### src/rtl/tms_pkg.sv
package tms_pkg;
  typedef enum logic [1:0] {
    MD_OFF    = 2'd0,
    MD_DIRECT = 2'd1,
    MD_AUTO   = 2'd2,
    MD_RSVD   = 2'd3
  } mode_e;

  typedef enum logic [1:0] {
    PH_IDLE = 2'd0,
    PH_RISE = 2'd1,
    PH_FALL = 2'd2,
    PH_LIVE = 2'd3
  } phase_e;
endpackage

### src/rtl/tms_cmd_decode.sv
module tms_cmd_decode
  import tms_pkg::*;
(
  input  logic       clk,
  input  logic       rst,
  input  logic       wr,
  input  logic [1:0] val,
  output logic       accept,
  output logic       start,
  output logic       stop,
  output mode_e      mode_q,
  output logic       irq_clr_q,
  output logic       buf_clr_q
);
  mode_e tgt;
  logic  swap;
  logic  irq_d;
  logic  buf_d;

  always_comb begin
    tgt    = mode_e'(val);
    accept = wr && (tgt != MD_RSVD);
    start  = accept && (tgt != MD_OFF);
    stop   = accept && (tgt == MD_OFF);
    swap   = ((mode_q == MD_AUTO) && (tgt == MD_DIRECT)) ||
             ((mode_q == MD_DIRECT) && (tgt == MD_AUTO));
    irq_d  = start && (mode_q != MD_OFF);
    buf_d  = start && swap;
  end

  always_ff @(posedge clk) begin
    if (rst) begin
      mode_q    <= MD_OFF;
      irq_clr_q <= 1'b0;
      buf_clr_q <= 1'b0;
    end else begin
      if (accept) mode_q <= tgt;
      irq_clr_q <= irq_d;
      buf_clr_q <= buf_d;
    end
  end

  // an interrupt clear follows only from a write
  assert_irq_from_write_R6: assert property (@(posedge clk) disable iff (rst)
    irq_clr_q |-> $past(wr)) else $error("irq_clr without write");

  // buffer clear only after a direct/auto swap command
  assert_buf_from_swap_R7: assert property (@(posedge clk) disable iff (rst)
    buf_clr_q |-> ($past(wr) && ($past(mode_q) != mode_q) && (mode_q != MD_OFF)))
    else $error("buf_clr without swap");

  // reserved code leaves mode unchanged
  assert_rsvd_ignored_R3: assert property (@(posedge clk) disable iff (rst)
    (wr && val == 2'd3) |=> $stable(mode_q)) else $error("reserved code changed mode");
endmodule

### src/rtl/tms_settle_timer.sv
module tms_settle_timer
  import tms_pkg::*;
#(
  parameter int RISE_CYC = 8,
  parameter int FALL_CYC = 5
) (
  input  logic   clk,
  input  logic   rst,
  input  logic   start,
  input  logic   stop,
  output phase_e phase_q,
  output logic   live
);
  localparam int MAX_C = (RISE_CYC > FALL_CYC) ? RISE_CYC : FALL_CYC;
  localparam int CNT_W = $clog2(MAX_C + 1);
  localparam logic [CNT_W-1:0] RISE_LD = CNT_W'(RISE_CYC - 1);
  localparam logic [CNT_W-1:0] FALL_LD = CNT_W'(FALL_CYC - 1);

  logic [CNT_W-1:0] cnt_q, cnt_d;
  phase_e           ph_d;

  always_comb begin
    ph_d  = phase_q;
    cnt_d = cnt_q;
    if (stop) begin
      ph_d  = PH_IDLE;
      cnt_d = '0;
    end else if (start) begin
      ph_d  = PH_RISE;
      cnt_d = RISE_LD;
    end else begin
      case (phase_q)
        PH_RISE: begin
          if (cnt_q == '0) begin
            ph_d  = PH_FALL;
            cnt_d = FALL_LD;
          end else begin
            cnt_d = cnt_q - 1'b1;
          end
        end
        PH_FALL: begin
          if (cnt_q == '0) ph_d = PH_LIVE;
          else             cnt_d = cnt_q - 1'b1;
        end
        default: ;
      endcase
    end
  end

  always_ff @(posedge clk) begin
    if (rst) begin
      phase_q <= PH_IDLE;
      cnt_q   <= '0;
    end else begin
      phase_q <= ph_d;
      cnt_q   <= cnt_d;
    end
  end

  assign live = (phase_q == PH_LIVE);

  // rise hands over to fall when its count expires
  assert_rise_to_fall_R4: assert property (@(posedge clk) disable iff (rst)
    (phase_q == PH_RISE && cnt_q == '0 && !start && !stop) |=> phase_q == PH_FALL)
    else $error("rise did not end in fall");

  // fall hands over to settled
  assert_fall_to_live_R4: assert property (@(posedge clk) disable iff (rst)
    (phase_q == PH_FALL && cnt_q == '0 && !start && !stop) |=> phase_q == PH_LIVE)
    else $error("fall did not end in settled");

  // any normal command restarts at rise
  assert_restart_R8: assert property (@(posedge clk) disable iff (rst)
    start |=> (phase_q == PH_RISE && cnt_q == RISE_LD)) else $error("no restart");

  // count bounded
  assert_cnt_bound_R4: assert property (@(posedge clk) disable iff (rst)
    cnt_q <= CNT_W'(MAX_C - 1)) else $error("counter out of range");
endmodule

### src/rtl/tms_out_stage.sv
module tms_out_stage
  import tms_pkg::*;
(
  input  logic clk,
  input  logic rst,
  input  logic accept,
  input  logic start,
  input  logic stop,
  input  logic live,
  output logic panel_drive_q,
  output logic touch_det_q
);
  logic pd_d, td_d;

  always_comb begin
    pd_d = panel_drive_q;
    if (start)     pd_d = 1'b1;
    else if (stop) pd_d = 1'b0;
    td_d = live && !accept;
  end

  always_ff @(posedge clk) begin
    if (rst) begin
      panel_drive_q <= 1'b0;
      touch_det_q   <= 1'b0;
    end else begin
      panel_drive_q <= pd_d;
      touch_det_q   <= td_d;
    end
  end

  // detection only rises after the settled phase was seen
  assert_det_after_live_R5: assert property (@(posedge clk) disable iff (rst)
    $rose(touch_det_q) |-> $past(live)) else $error("detect enabled early");

  // detection implies the panel is driven
  assert_det_needs_drive_R5: assert property (@(posedge clk) disable iff (rst)
    touch_det_q |-> panel_drive_q) else $error("detect without drive");
endmodule

### src/rtl/touch_mode_seq.sv
module touch_mode_seq
  import tms_pkg::*;
#(
  parameter int RISE_CYC = 8,
  parameter int FALL_CYC = 5
) (
  input  logic       clk,
  input  logic       rst,
  input  logic       mode_wr,
  input  logic [1:0] mode_val,
  output logic [1:0] mode_o,
  output logic [1:0] settle_phase,
  output logic       panel_drive_en,
  output logic       touch_det_en,
  output logic       irq_clr,
  output logic       buf_clr
);
  logic   accept, start, stop, live;
  mode_e  mode_q;
  phase_e phase_q;

  tms_cmd_decode u_dec (
    .clk       (clk),
    .rst       (rst),
    .wr        (mode_wr),
    .val       (mode_val),
    .accept    (accept),
    .start     (start),
    .stop      (stop),
    .mode_q    (mode_q),
    .irq_clr_q (irq_clr),
    .buf_clr_q (buf_clr)
  );

  tms_settle_timer #(
    .RISE_CYC (RISE_CYC),
    .FALL_CYC (FALL_CYC)
  ) u_tmr (
    .clk     (clk),
    .rst     (rst),
    .start   (start),
    .stop    (stop),
    .phase_q (phase_q),
    .live    (live)
  );

  tms_out_stage u_out (
    .clk           (clk),
    .rst           (rst),
    .accept        (accept),
    .start         (start),
    .stop          (stop),
    .live          (live),
    .panel_drive_q (panel_drive_en),
    .touch_det_q   (touch_det_en)
  );

  assign mode_o       = mode_q;
  assign settle_phase = phase_q;

  // power-down keeps panel and detection off
  assert_off_quiet_R2: assert property (@(posedge clk) disable iff (rst)
    (mode_q == MD_OFF) |-> (!panel_drive_en && !touch_det_en && phase_q == PH_IDLE))
    else $error("activity in power-down");

  // interrupt clear pulse lines up with a fresh rise phase
  assert_irq_with_rise_R6: assert property (@(posedge clk) disable iff (rst)
    irq_clr |-> (phase_q == PH_RISE)) else $error("irq_clr outside restart");
endmodule

### config.mk
export PLATFORM = sky130hd
export DESIGN_NAME = touch_mode_seq
export DESIGN_NICKNAME = d
export VERILOG_FILES = /design/src/rtl/tms_pkg.sv /design/src/rtl/tms_cmd_decode.sv /design/src/rtl/tms_settle_timer.sv /design/src/rtl/tms_out_stage.sv /design/src/rtl/touch_mode_seq.sv
export SDC_FILE = /design/constraint.sdc
export NUM_CORES = 1
export LEC_CHECK = 0
export BUFFER_PORTS_ARGS = -buffer_cell sky130_fd_sc_hd__buf_2
export CAP_MARGIN = 0
export CORE_AREA = 8 8 45 47
export DETAILED_ROUTE_END_ITERATION = 16
export DIE_AREA = 0 0 53 55
export GPL_TIMING_DRIVEN = 0
export PLACE_DENSITY = 0.67
export SYNTH_ARGS = -nofsm -noshare
export SYNTH_HDL_FRONTEND = slang
export SYNTH_SLANG_ARGS = --single-unit
### constraint.sdc
create_clock -name clk -period 2.4 [get_ports clk]
set_clock_uncertainty 0.05 [all_clocks]
set_input_delay 0 -clock clk [delete_from_list [all_inputs] [get_ports clk]]
set_output_delay 0 -clock clk [all_outputs]
set_load 0.05 [all_outputs]
==> metrics.md <==
| Metric | Value |
|---|---|
| Status | finished clean |
| Synth Warn # | 0 |
| Layout cells sized above 1 | around a fifth |
| Min-Delay Path Class | in2reg |
| TritonCTS clock tree | built |
| # diodes | 0 |
| Worst path bufs/invs | 1 |
| Pwr Density | 692 nW/um2 |
| CTS buffer count | 3 |
| Final Hold Fails | 0 |
| Most common flop cell mapped by yosys | dfxtp_1 |
| Mean post-synth cell area | roughly 8.5 um2 |
| Most common cell in the netlist | dfxtp_1 |
| Worst-path clk slew | 80 ps |
| Final period util | a little under two thirds |
| Synthesized cell area | 587 um2 |
| Setup_tns | 0 ps |
| CP top delay family | simple AND/OR/NAND/NOR gates |
| Worst r2r src | u_tmr.phase_q[0] |
| Root cell of the clock tree | clkbuf_4 |
| Number of synthesized flops with an enable pin | 0 |
| Critical path required time | 2550 ps |
| Routing usage on met3 | about 4.0% |
| Worst-Skew Late Latency | 270 ps |
| Crit path cell chain | inv_1 > ha_1 > nor3b_1 > a21oi_1 > or3_1 > a31oi_1 |
| Layout Utilization | 51.3% |
| Worst ir drop on vdd | roughly 0.0004 V |
| Placed cell area | approximately 670 um2 |
| FP Rows | 14 |
| Die area | about 3000 um2 |
| Synth top area share | 40.9% |
| Crit end category | flop |
| Tmin final | between 1500 and 2000 ps |
| RePlAce Congestion | approximately 0.69 |
| Final setup viols | 0 |
| Least-Margin Pin Slew | ~400 ps |
| # resized after CTS | 0 |
| Met1 usage | around 11% |
| FF-to-FF End | u_tmr.cnt_q[2] |
| Initial DRC Count | 14 |
| Flop-to-flop setup slack | just under 900 ps |
| Async SR Flop Fraction | 0% |
| Cells on worst reg2reg path | 6 |
| Grt peak-use layer | met2 |
| F_max | between 0.6 and 0.7 GHz |
| # Max-Cap Violations | 0 |
| Worst path slowest cell | dfxtp_1 |
| Die span in x | between 50 and 60 um |
| Fin nets | 98 |
| Lkg Pwr | between 0.3 and 0.4 nW |
| RSZ-0062 raised after global routing | false |
| DRC | 0 |
| Met2 Use GR | 13.9% |
| IO buf count | 12 |
| First-pass DRT Iterations | 3 |
| Number of synthesized register bits | 12 |
| Crit Path Category | reg2reg |
| Post-synthesis cell type count | 22 |
| Fill count | around 140 |
| DP HPWL | 873 um |
| Io pins | 13 |
| CP startpoint | u_tmr.phase_q[0] |
| Total number of vias | ~510 |
| Clock buffer depth | 2 |
| Routed WL per cell | around 11 um |
| Core area | 1380 um2 |
| Slowest stage delay, CP | ~420 ps |
| Worst EP arrival | 1690 ps |
| CP Depth | 6 |
| Hold path depth | 4 |
| Num Clock Sinks | 12 |
| Global-route wire length before repair | roughly 2 mm |
| Startpoint Class | flop |
| Initial Utilization | 42.4% |
| Critical Path Sink | u_tmr.cnt_q[2] |
| Drt via density | 4.96 |
| Post-route ant nets | 0 |
| Antenna violations before repair | 0 |
| Seq/Total Area, Yosys | approximately two fifths |
| Final slew viol count | 0 |
| Cell taking the most area after synthesis | dfxtp_1 |
| Die Y | 55 um |
| Syn Inst Count | a little under 70 |
| Power Total | 0.491 mW |
| Max-slew headroom | 73.2% |
| Post-layout instance area | about 700 um2 |
| Crit path max fanout | 5 |
| Pin count of the biggest net entering global routing | 8 |
| WL final | 1.15 mm |
| Area Overhead vs Synth | 20.9% |
| Total gr overflow | 0 |
| H-tree depth | 1 |
| Vias in the first global route | 466 |
| Synth top cells by count | dfxtp_1 (12), nor2_1 (10), nand2_1 (6) |
| Syn Nets | 79 |
| Gr usage total | 9.28% |
| Post-CTS Setup Bufs | 0 |
| Synth top area cells | dfxtp_1 (41%), ha_1 (11%), nor2_1 (6.4%) |
worst reg2reg max path: cells and delay by family (launching register included):
| family | cells | cell delay, ps |
|---|---|---|
| buffers and inverters | 1 | 70 |
| AO/OA/AOI/OAI | 2 | 200 |
| adder cells (fa/ha/maj) | 1 | 250 |
| AND/OR/NAND/NOR | 2 | 490 |
| flip-flops | 1 | 420 |
worst min path at each step:
stage                      from         endpoint
detailed placement          rst  u_dec.buf_clr_q
global route        mode_val[1]  u_dec.mode_q[0]
CTS                 mode_val[1]  u_dec.mode_q[0]
finish              mode_val[1]  u_dec.mode_q[0]
floorplan                   rst  u_dec.buf_clr_q
global placement            rst  u_dec.mode_q[0]
layout by cell type (no fill, tap or decap), drive strengths merged, types with 3 or more instances in the layout:
master / netlist / layout
buf: 0 / 12
dfxtp: 12 / 12
nor2: 10 / 10
nand2: 6 / 6
inv: 5 / 5
nor3: 5 / 5
ha: 5 / 5
a31oi: 4 / 4
a21oi: 3 / 3
nor2b: 3 / 3
clkbuf: 0 / 3
nor3b: 3 / 3
cell families after synthesis:
logic type,share of synthesized area (%)
AO/OA/AOI/OAI,12.8
XOR/XNOR,1.49
adder cells (fa/ha/maj),10.7
buffers and inverters,3.20
flip-flops,40.9
multiplexers,1.71
AND/OR/NAND/NOR,29.2
timing repair:
| action | 4_1_cts | 5_1_grt |
|---|---|---|
| hold buffers | 2 | 0 |
| endpoints found under the hold margin | 5 | 0 |
| endpoints found under the setup margin | 0 | 0 |
registers in the layout, indices dropped and copies added, names as in the netlist:
| register | cells |
|---|---|
| u_dec.buf_clr_q | 1 |
| u_dec.mode_q | 2 |
| u_dec.irq_clr_q | 1 |
| u_out.panel_drive_q | 1 |
| u_out.touch_det_q | 1 |
| u_tmr.cnt_q | 4 |
| u_tmr.phase_q | 2 |
final cells by class:
cell class                 count  area (um2)  area share (%)
clock buffer                   3        22.5            3.17
inverter                       5        18.8            2.65
multi-input combinational     52         328            46.2
sequential                    12         240            33.9
tap                           16        20.0            2.82
timing repair buffer          14        80.1            11.3
per-stage QoR:
step           worst slack (ps)  hold WS [ps]  cells
4_1_cts                     854          24.7    102
2_1_floorplan               617          26.1     69
5_1_grt                     711          88.2    102
3_3_place_gp                891           223     97
6_report                    865          38.5    102
3_5_place_dp                874           222     97
layer usage:
metal	wire length (um)	part of all wire (%)
met1	576	50
met4	14	1.2
met2	506	44
met3	53	4.6
met5	0	0
power by group:
group | internal (mW) | leakage [nW] | switching, mW
clock network | 0.0579 | 0.0138 | 0.0632
logic | 0.0521 | 0.209 | 0.0868
registers | 0.215 | 0.0983 | 0.0160
total | 0.325 | 0.321 | 0.166
Power figures use the tool's default switching activity.
